<file path="src/rtl/txd_pkg.sv">
package txd_pkg;
  // register byte offsets
  localparam logic [7:0] OFS_BASE_LO = 8'h20;
  localparam logic [7:0] OFS_BASE_HI = 8'h24;
  localparam logic [7:0] OFS_CMD     = 8'h37;
  localparam logic [7:0] OFS_POLL    = 8'h38;
  localparam logic [7:0] OFS_ISR     = 8'h3E;
  localparam logic [7:0] POLL_GO     = 8'h40;

  localparam int CMD_TXEN = 2;
  localparam int ISR_OK   = 2;
  localparam int ISR_ERR  = 3;
  localparam int ISR_UNAV = 7;

  // descriptor status bits
  localparam int ST_OWN = 31;
  localparam int ST_EOR = 30;
  localparam int ST_FS  = 29;
  localparam int ST_LS  = 28;

  typedef enum logic [2:0] {
    SQ_IDLE, SQ_STAT, SQ_BUFA, SQ_DREQ, SQ_DOUT, SQ_WBAK
  } sq_state_t;
endpackage

</file>
<file path="src/rtl/txd_regs.sv">
module txd_regs #(
  parameter int ADDR_W = 32
) (
  input  logic              clk,
  input  logic              rst_n,
  input  logic              reg_we,
  input  logic [7:0]        reg_addr,
  input  logic [31:0]       reg_wdata,
  output logic [31:0]       reg_rdata,
  input  logic              kick_take,
  input  logic              ev_ok,
  input  logic              ev_err,
  input  logic              ev_unav,
  output logic              tx_en,
  output logic [ADDR_W-1:0] ring_base,
  output logic              base_wr,
  output logic              kick_pend
);
  import txd_pkg::*;

  logic [31:0] base_lo_q, base_hi_q;
  logic        en_q, en_d;
  logic        pend_q, pend_d;
  logic [15:0] isr_q, isr_d;
  logic        wr_lo, wr_hi, wr_cmd, wr_poll, wr_isr;

  always_comb begin
    wr_lo   = reg_we && (reg_addr == OFS_BASE_LO);
    wr_hi   = reg_we && (reg_addr == OFS_BASE_HI);
    wr_cmd  = reg_we && (reg_addr == OFS_CMD);
    wr_poll = reg_we && (reg_addr == OFS_POLL);
    wr_isr  = reg_we && (reg_addr == OFS_ISR);

    en_d = wr_cmd ? reg_wdata[CMD_TXEN] : en_q;

    pend_d = pend_q;
    if (kick_take) pend_d = 1'b0;
    if (wr_poll && (reg_wdata[7:0] == POLL_GO) && en_q) pend_d = 1'b1;
    if (!en_d) pend_d = 1'b0;

    isr_d = isr_q;
    if (wr_isr) isr_d = isr_q & ~reg_wdata[15:0];
    if (ev_ok)   isr_d[ISR_OK]   = 1'b1;
    if (ev_err)  isr_d[ISR_ERR]  = 1'b1;
    if (ev_unav) isr_d[ISR_UNAV] = 1'b1;
  end

  always_ff @(posedge clk or negedge rst_n) begin
    if (!rst_n) begin
      base_lo_q <= '0;
      base_hi_q <= '0;
      en_q      <= 1'b0;
      pend_q    <= 1'b0;
      isr_q     <= '0;
    end else begin
      if (wr_lo) base_lo_q <= {reg_wdata[31:8], 8'h00};
      if (wr_hi) base_hi_q <= reg_wdata;
      en_q   <= en_d;
      pend_q <= pend_d;
      isr_q  <= isr_d;
    end
  end

  always_comb begin
    case (reg_addr)
      OFS_BASE_LO: reg_rdata = base_lo_q;
      OFS_BASE_HI: reg_rdata = base_hi_q;
      OFS_CMD:     reg_rdata = {29'd0, en_q, 2'b00};
      OFS_ISR:     reg_rdata = {16'd0, isr_q};
      default:     reg_rdata = '0;
    endcase
  end

  assign tx_en     = en_q;
  assign ring_base = base_lo_q[ADDR_W-1:0];
  assign base_wr   = wr_lo;
  assign kick_pend = pend_q;


  isr_ok_set_chk: assert property (@(posedge clk) disable iff (!rst_n)
    ev_ok |=> isr_q[ISR_OK]);

  isr_err_set_chk: assert property (@(posedge clk) disable iff (!rst_n)
    ev_err |=> isr_q[ISR_ERR]);

  no_kick_when_off_chk: assert property (@(posedge clk) disable iff (!rst_n)
    !tx_en |=> !kick_pend);
endmodule

</file>
<file path="src/rtl/txd_ser.sv">
module txd_ser (
  input  logic        clk,
  input  logic        rst_n,
  input  logic        flush,
  input  logic        ld,
  input  logic [31:0] ld_word,
  input  logic [2:0]  ld_cnt,
  input  logic        ld_first,
  input  logic        ld_last,
  output logic        busy,
  output logic        tx_valid,
  input  logic        tx_ready,
  output logic [7:0]  tx_data,
  output logic        tx_first,
  output logic        tx_last
);
  logic [31:0] word_q, word_d;
  logic [2:0]  cnt_q, cnt_d;
  logic        first_q, first_d;
  logic        lastw_q, lastw_d;
  logic        take;

  assign tx_valid = (cnt_q != 3'd0);
  assign tx_data  = word_q[7:0];
  assign tx_first = first_q;
  assign tx_last  = lastw_q && (cnt_q == 3'd1);
  assign busy     = tx_valid;
  assign take     = tx_valid && tx_ready;

  always_comb begin
    word_d  = word_q;
    cnt_d   = cnt_q;
    first_d = first_q;
    lastw_d = lastw_q;
    if (take) begin
      word_d  = word_q >> 8;
      cnt_d   = cnt_q - 3'd1;
      first_d = 1'b0;
    end
    if (ld) begin
      word_d  = ld_word;
      cnt_d   = ld_cnt;
      first_d = ld_first;
      lastw_d = ld_last;
    end
    if (flush) cnt_d = 3'd0;
  end

  always_ff @(posedge clk or negedge rst_n) begin
    if (!rst_n) begin
      word_q  <= '0;
      cnt_q   <= '0;
      first_q <= 1'b0;
      lastw_q <= 1'b0;
    end else begin
      word_q  <= word_d;
      cnt_q   <= cnt_d;
      first_q <= first_d;
      lastw_q <= lastw_d;
    end
  end

  // frame tracking for the checks below
  logic in_frm_q;
  always_ff @(posedge clk or negedge rst_n) begin
    if (!rst_n)                in_frm_q <= 1'b0;
    else if (flush)            in_frm_q <= 1'b0;
    else if (take && tx_last)  in_frm_q <= 1'b0;
    else if (take)             in_frm_q <= 1'b1;
  end


  hold_under_stall_chk: assert property (@(posedge clk) disable iff (!rst_n)
    (tx_valid && !tx_ready && !flush) |=> (tx_valid && $stable(tx_data) && $stable(tx_last)));

  no_nested_first_chk: assert property (@(posedge clk) disable iff (!rst_n)
    (tx_valid && in_frm_q) |-> !tx_first);

  flush_quiet_chk: assert property (@(posedge clk) disable iff (!rst_n)
    flush |=> !tx_valid);
endmodule

</file>
<file path="src/rtl/txd_seq.sv">
module txd_seq #(
  parameter int ADDR_W = 32,
  parameter int IDX_W  = 10,
  parameter int LEN_W  = 13
) (
  input  logic              clk,
  input  logic              rst_n,
  input  logic              tx_en,
  input  logic              kick_pend,
  input  logic              base_wr,
  input  logic [ADDR_W-1:0] ring_base,
  output logic              kick_take,
  output logic              ev_ok,
  output logic              ev_err,
  output logic              ev_unav,
  output logic              mem_req,
  output logic              mem_we,
  output logic [ADDR_W-1:0] mem_addr,
  output logic [31:0]       mem_wdata,
  input  logic              mem_ack,
  input  logic [31:0]       mem_rdata,
  output logic              ser_ld,
  output logic [31:0]       ser_word,
  output logic [2:0]        ser_cnt,
  output logic              ser_first,
  output logic              ser_last,
  input  logic              ser_busy
);
  import txd_pkg::*;

  localparam int DESC_SH = 4;   // 16-byte descriptors

  sq_state_t         st_q, st_d;
  logic [IDX_W-1:0]  idx_q, idx_d;
  logic [31:0]       stat_q, stat_d;
  logic [ADDR_W-1:0] bufa_q, bufa_d;
  logic [LEN_W-1:0]  rem_q, rem_d;
  logic              firstw_q, firstw_d;
  logic              ok_q, ok_d;
  logic [ADDR_W-1:0] desc_addr;

  assign desc_addr = ring_base + ADDR_W'({idx_q, {DESC_SH{1'b0}}});

  always_comb begin
    st_d     = st_q;
    idx_d    = idx_q;
    stat_d   = stat_q;
    bufa_d   = bufa_q;
    rem_d    = rem_q;
    firstw_d = firstw_q;
    ok_d     = ok_q;

    mem_req   = 1'b0;
    mem_we    = 1'b0;
    mem_addr  = desc_addr;
    mem_wdata = {1'b0, stat_q[30:0]};
    kick_take = 1'b0;
    ev_ok     = 1'b0;
    ev_err    = 1'b0;
    ev_unav   = 1'b0;
    ser_ld    = 1'b0;
    ser_word  = mem_rdata;
    ser_first = firstw_q;
    ser_last  = (rem_q <= LEN_W'(4));
    ser_cnt   = (rem_q >= LEN_W'(4)) ? 3'd4 : rem_q[2:0];

    case (st_q)
      SQ_IDLE: begin
        if (kick_pend) begin
          kick_take = 1'b1;
          st_d      = SQ_STAT;
        end
      end
      SQ_STAT: begin
        mem_req = 1'b1;
        if (mem_ack) begin
          stat_d = mem_rdata;
          if (!mem_rdata[ST_OWN]) begin
            ev_unav = 1'b1;
            st_d    = SQ_IDLE;
          end else if (!(mem_rdata[ST_FS] && mem_rdata[ST_LS])) begin
            ok_d = 1'b0;
            st_d = SQ_WBAK;
          end else begin
            st_d = SQ_BUFA;
          end
        end
      end
      SQ_BUFA: begin
        mem_req  = 1'b1;
        mem_addr = desc_addr + ADDR_W'(8);
        if (mem_ack) begin
          bufa_d   = mem_rdata[ADDR_W-1:0];
          rem_d    = stat_q[LEN_W-1:0];
          firstw_d = 1'b1;
          ok_d     = 1'b1;
          st_d     = (stat_q[LEN_W-1:0] == '0) ? SQ_WBAK : SQ_DREQ;
        end
      end
      SQ_DREQ: begin
        mem_req  = 1'b1;
        mem_addr = bufa_q;
        if (mem_ack) begin
          ser_ld   = 1'b1;
          bufa_d   = bufa_q + ADDR_W'(4);
          rem_d    = rem_q - LEN_W'(ser_cnt);
          firstw_d = 1'b0;
          st_d     = SQ_DOUT;
        end
      end
      SQ_DOUT: begin
        if (!ser_busy) st_d = (rem_q == '0) ? SQ_WBAK : SQ_DREQ;
      end
      SQ_WBAK: begin
        mem_req = 1'b1;
        mem_we  = 1'b1;
        if (mem_ack) begin
          ev_ok  = ok_q;
          ev_err = !ok_q;
          idx_d  = stat_q[ST_EOR] ? '0 : idx_q + IDX_W'(1);
          st_d   = SQ_STAT;
        end
      end
      default: st_d = SQ_IDLE;
    endcase

    if (base_wr) idx_d = '0;
    if (!tx_en)  st_d  = SQ_IDLE;
  end

  always_ff @(posedge clk or negedge rst_n) begin
    if (!rst_n) begin
      st_q     <= SQ_IDLE;
      idx_q    <= '0;
      stat_q   <= '0;
      bufa_q   <= '0;
      rem_q    <= '0;
      firstw_q <= 1'b0;
      ok_q     <= 1'b0;
    end else begin
      st_q     <= st_d;
      idx_q    <= idx_d;
      stat_q   <= stat_d;
      bufa_q   <= bufa_d;
      rem_q    <= rem_d;
      firstw_q <= firstw_d;
      ok_q     <= ok_d;
    end
  end


  halt_no_req_chk: assert property (@(posedge clk) disable iff (!rst_n)
    !tx_en |=> !mem_req);

  unav_goes_idle_chk: assert property (@(posedge clk) disable iff (!rst_n)
    ev_unav |=> (!mem_req && !kick_take));

  eor_wraps_chk: assert property (@(posedge clk) disable iff (!rst_n)
    ((ev_ok || ev_err) && stat_q[ST_EOR]) |=> (idx_q == '0));

  one_event_chk: assert property (@(posedge clk) disable iff (!rst_n)
    $countones({ev_ok, ev_err, ev_unav}) <= 1);
endmodule

</file>
<file path="src/rtl/txd_fetch_engine.sv">
module txd_fetch_engine #(
  parameter int ADDR_W = 32,
  parameter int IDX_W  = 10,
  parameter int LEN_W  = 13
) (
  input  logic              clk,
  input  logic              rst_n,
  input  logic              reg_we,
  input  logic [7:0]        reg_addr,
  input  logic [31:0]       reg_wdata,
  output logic [31:0]       reg_rdata,
  output logic              mem_req,
  output logic              mem_we,
  output logic [ADDR_W-1:0] mem_addr,
  output logic [31:0]       mem_wdata,
  input  logic              mem_ack,
  input  logic [31:0]       mem_rdata,
  output logic              tx_valid,
  input  logic              tx_ready,
  output logic [7:0]        tx_data,
  output logic              tx_first,
  output logic              tx_last
);
  logic              tx_en, base_wr, kick_pend, kick_take;
  logic              ev_ok, ev_err, ev_unav;
  logic [ADDR_W-1:0] ring_base;
  logic              ser_ld, ser_first, ser_last, ser_busy;
  logic [31:0]       ser_word;
  logic [2:0]        ser_cnt;

  txd_regs #(.ADDR_W(ADDR_W)) u_regs (
    .clk(clk), .rst_n(rst_n),
    .reg_we(reg_we), .reg_addr(reg_addr), .reg_wdata(reg_wdata), .reg_rdata(reg_rdata),
    .kick_take(kick_take), .ev_ok(ev_ok), .ev_err(ev_err), .ev_unav(ev_unav),
    .tx_en(tx_en), .ring_base(ring_base), .base_wr(base_wr), .kick_pend(kick_pend)
  );

  txd_seq #(.ADDR_W(ADDR_W), .IDX_W(IDX_W), .LEN_W(LEN_W)) u_seq (
    .clk(clk), .rst_n(rst_n),
    .tx_en(tx_en), .kick_pend(kick_pend), .base_wr(base_wr), .ring_base(ring_base),
    .kick_take(kick_take), .ev_ok(ev_ok), .ev_err(ev_err), .ev_unav(ev_unav),
    .mem_req(mem_req), .mem_we(mem_we), .mem_addr(mem_addr), .mem_wdata(mem_wdata),
    .mem_ack(mem_ack), .mem_rdata(mem_rdata),
    .ser_ld(ser_ld), .ser_word(ser_word), .ser_cnt(ser_cnt),
    .ser_first(ser_first), .ser_last(ser_last), .ser_busy(ser_busy)
  );

  txd_ser u_ser (
    .clk(clk), .rst_n(rst_n), .flush(!tx_en),
    .ld(ser_ld), .ld_word(ser_word), .ld_cnt(ser_cnt),
    .ld_first(ser_first), .ld_last(ser_last), .busy(ser_busy),
    .tx_valid(tx_valid), .tx_ready(tx_ready), .tx_data(tx_data),
    .tx_first(tx_first), .tx_last(tx_last)
  );
endmodule

</file>
<file path="config.mk">
export PLATFORM = sky130hd
export DESIGN_NAME = txd_fetch_engine
export DESIGN_NICKNAME = d
export VERILOG_FILES = /design/src/rtl/txd_pkg.sv /design/src/rtl/txd_regs.sv /design/src/rtl/txd_ser.sv /design/src/rtl/txd_seq.sv /design/src/rtl/txd_fetch_engine.sv
export SDC_FILE = /design/constraint.sdc
export NUM_CORES = 1
export LEC_CHECK = 0
export BUFFER_PORTS_ARGS = -buffer_cell sky130_fd_sc_hd__buf_2
export CORE_ASPECT_RATIO = 1.1
export CORE_MARGIN = 5
export CORE_UTILIZATION = 40
export DETAILED_ROUTE_END_ITERATION = 6
export GPL_TIMING_DRIVEN = 0
export PLACE_DENSITY = 0.59
export SLEW_MARGIN = 10
export SYNTH_ARGS = -nofsm -noshare
export SYNTH_HDL_FRONTEND = slang
export SYNTH_SLANG_ARGS = --single-unit
</file>
<file path="constraint.sdc">
create_clock -name clk -period 2.45 [get_ports clk]
set_input_delay 0.3675 -clock clk [delete_from_list [all_inputs] [get_ports clk]]
set_output_delay 0.3675 -clock clk [all_outputs]
set_load 0.005 [all_outputs]
</file>
==> impl_results.md <==
- Crit. End Element: output pin
- Dpl hpwl: around 26 mm
- Die Ht: 182 um
- Core area: between 20000 and 30000 sq um
- Final min period: between 2 and 3 ns
- PwrDens: approximately 560 nW/um^2
- DIE WIDTH: around 170 um
- Syn. warnings: 0
- Setup Skew: roughly 0.011 ns
- Top-count cell post-synth: dfrtp_1
- Gpl congestion: around 0.90
- Fin nets: about 1500
- Via density: around 5.6
- CTS H-tree depth: 1
- Worst Setup SP: u_seq.idx_q[4]$_DFFE_PN0P_
- Critical Path AT: about 2.5 ns
- Initial core utilization: roughly two fifths
- DP Cell Count: approximately 1700
- GRT overflow: 0
- # setup viols final: 37
- Largest cells by area after synthesis: dfrtp_1 47%, nand2_1 7.0%, mux2_2 6.7%, o21ai_0 3.9%, mux2i_1 3.8%
- Relative max-transition margin: between 50% and 60%
- Violated checks: setup timing
- Reg-to-Reg Start: u_seq.st_q[1]$_DFFE_PN0P_
- VDD IR-drop max: about 480 uV
- Final Routed Wirelength: 36.6 mm
- Flops & latches, synth: around 200
- Via count: between 9000 and 10000
- Netlist Area Pre-Place: between 10000 and 15000 sq um
- Initial antenna violation count: 0
- Seq/Total Area, Yosys: between 40% and 50%
- Crit start category: flip-flop
- Area of the die: slightly above 30000 sq um
- Yosys top cell area share: between 40% and 50%
- I/O Buffers: about 180
- Post-route ant nets: 0
- Synth unique cells: 74
- Hold/Removal Path Class: primary input to flip-flop
- Total track usage: around a quarter
- Largest area contributor in the netlist: dfrtp_1
- Top_reg_cell synth: dfrtp_1
- Number of synthesized flops with an enable pin: 0
- Depth of the worst register-to-register path: 6
- Post-route setup slack: -0.451 ns
- CTS tree: yes
- Worst-path fanout max: 7
- Largest net degree at the start of global routing: between 90 and 100
- Required @ worst endpoint: approximately 2.1 ns
- Setup slack, reg-to-reg: around 0.16 ns
- Antenna Cells: 0
- Cts bufs inserted: 24
- Slowest-stage cell, CP: dfrtp_1
- LEAKAGE: slightly below 7 nW
- MaxCap Viol Count: 0
- Overall power: between 0.007 and 0.008 W
- Hold Violations, Final: 0
- First-pass GRT wire length: about 57 mm
- Vias in the first global route: ~10000
- RSZ-0062 raised after global routing: true
- Measured slew at the worst slew-check pin: between 0.7 and 0.8 ns
- Crit path kind: flip-flop to output pin
- I/O pin total: roughly 190
- Reg2reg end: u_seq.bufa_q[29]$_DFFE_PN0P_
- WHS Endpoint: u_regs.ring_base[18]$_DFFE_PN0P_
- Worst skew pair latency: roughly 0.52 ns
- Final cycle utilization of the critical path: 118%
- Synthesis-to-layout area growth: 29.2%
- Status: complete, but fails checks
- DRT Pass-1 Iters: 7
- Crit path cell chain: ha_2, fa_2, a211oi_4, buf_4, o21ai_4, nand4_1, xor2_1, a21boi_1, buf_2
- DRT iter0 DRCs: 970
- Max Slew Vio Count: 0
- # DRC: 0
- Clock transition at path regs: 0.06 ns
- Worst Hold Depth: 3
- Clk buf depth: 3
- Hold Startpoint: reg_wdata[18]
- Final cell utilization of the core: between 50% and 60%
- WL/cell: roughly 21 um
- Commonest cells post-synth: 202 x dfrtp_1, 201 x nand2_1, 85 x o21ai_0
- Gate Count Post-Synth: 1140
- Worst stage delay on the critical path: approximately 0.4 ns
- Share of layout cells above drive strength 1: a little under a third
- F_max: 0.345 GHz
- FFs w/ async S/R, synth: 100%
- Non-Filler Instances: around 1800
- # fillers: roughly 2500
- Clock sink total: roughly 200
- Avg Cell Area, Syn: ~9.5 sq um
- Row count: 63
- Cell chosen for the clock root: clkbuf_16
==> state kept, by name, indices dropped and copies added, names as in the netlist <==
signal	cells
u_regs.tx_en	1
u_regs.kick_pend	1
u_seq.rem_q	13
u_seq.st_q	3
u_ser.cnt_q	3
u_seq.idx_q	10
u_regs.isr_q	16
u_seq.ok_q	1
u_ser.word_q	32
u_seq.bufa_q	32
u_seq.stat_q	31
u_regs.base_hi_q	32
u_ser.lastw_q	1
u_seq.ser_first	1
u_regs.ring_base	24
u_ser.tx_first	1
==> power by group <==
group          leakage [nW]  switching, W  internal [W]
logic                  3.65      0.000252      0.000182
registers              2.76     0.0000659       0.00340
clock network         0.422       0.00147       0.00246
==> logic make-up after synthesis <==
family          after synthesis  share of synthesized area, %
simple gates                413                          18.4
buf+inv                     106                          4.30
flops                       202                          46.8
fa+ha+maj                    14                          1.69
mux                         106                          10.6
other cells                   2                        0.0696
xor+xnor                     20                          1.62
compound gates              277                          16.6
==> how the worst max path moves through the flow <==
stage / slack [ns] / to / cells past startpoint
2_1_floorplan: 0.10 / reg_rdata[10] / 6
3_3_place_gp: -2.59 / u_regs.base_hi_q[23]$_DFFE_PN0P_ / 1
3_5_place_dp: -0.83 / mem_addr[14] / 8
4_1_cts: -0.56 / mem_addr[22] / 9
5_1_grt: -0.58 / mem_addr[16] / 8
6_report: -0.45 / mem_addr[22] / 9
==> metal layers <==
layer / GRT usage, % / wire length (um)
met5: 0 / 0
met4: 7.27 / 1030
met3: 4.72 / 2720
met2: 38.6 / 17600
met1: 30.9 / 15300
==> repair_timing <==
item                       in CTS  in global routing
hold buffers                    1                  0
pin swaps                      35                 26
hold endpoints to repair       49                  0
setup buffers                  31                  2
resized for setup             119                 39
cloned                          2                  3
setup endpoints to repair     146                114
==> area by class of cell <==
cell class                 instances  area (sq um)  area share, %
multi-input combinational        833          5570           39.9
tap                              357           447           3.20
clock inverter                    13           199           1.43
inverter                          21          78.8          0.565
clock buffer                      31           668           4.79
sequential                       202          5060           36.3
buffer                            80           548           3.93
timing repair buffer             222          1380           9.88
==> stage by stage <==
| stage | TNS [ns] | setup slack (ns) | hold slack (ns) | instance area (sq um) |
|---|---|---|---|---|
| global route | -11.90 | -0.580 | 0.0405 | 13900 |
| CTS | -9.34 | -0.560 | 0.0364 | 13800 |
| global placement | -560.14 | -2.59 | 0.452 | 12200 |
| finish | -8.57 | -0.451 | 0.0573 | 13900 |
| detailed placement | -42.30 | -0.834 | 0.301 | 12200 |
| floorplan | 0 | 0.102 | 0.0719 | 10800 |
==> placed cells by master (no fill, tap or decap), drive strengths merged, types with 4 or more instances in the layout <==
| master | netlist | routed |
|---|---|---|
| nor3 | 20 | 20 |
| and2 | 8 | 8 |
| nand3b | 8 | 8 |
| inv | 21 | 22 |
| mux2 | 65 | 65 |
| o22ai | 21 | 21 |
| a31oi | 8 | 8 |
| nor4 | 21 | 21 |
| a22o | 26 | 26 |
| o21a | 4 | 4 |
| a21o | 4 | 4 |
| xnor2 | 5 | 5 |
| nor3b | 4 | 4 |
| nand2b | 7 | 7 |
| xor2 | 15 | 15 |
| o21ai | 87 | 87 |
| nand4 | 18 | 18 |
| a22oi | 4 | 4 |
| a21oi | 56 | 56 |
| mux2i | 41 | 41 |
| dfrtp | 202 | 202 |
| a211oi | 9 | 9 |
| buf | 26 | 246 |
| or4 | 5 | 5 |
| and4 | 4 | 4 |
| clkinv | 0 | 5 |
| a21boi | 15 | 15 |
| and3 | 7 | 7 |
| a222oi | 9 | 9 |
| nand3 | 45 | 45 |
| clkbuf | 59 | 86 |
| ha | 13 | 13 |
| bufinv | 0 | 5 |
| nand2 | 201 | 201 |
| nor2 | 48 | 48 |
==> worst max-delay path, delay by kind of cell (launching register included) <==
| kind | cells | cell delay, ns |
|---|---|---|
| buffers and inverters | 2 | 0.31 |
| AND/OR/NAND/NOR | 1 | 0.12 |
| adder cells (fa/ha/maj) | 2 | 0.59 |
| flip-flops | 1 | 0.40 |
| AO/OA/AOI/OAI | 3 | 0.51 |
| XOR/XNOR | 1 | 0.07 |
(Power assumes the default switching activity.)
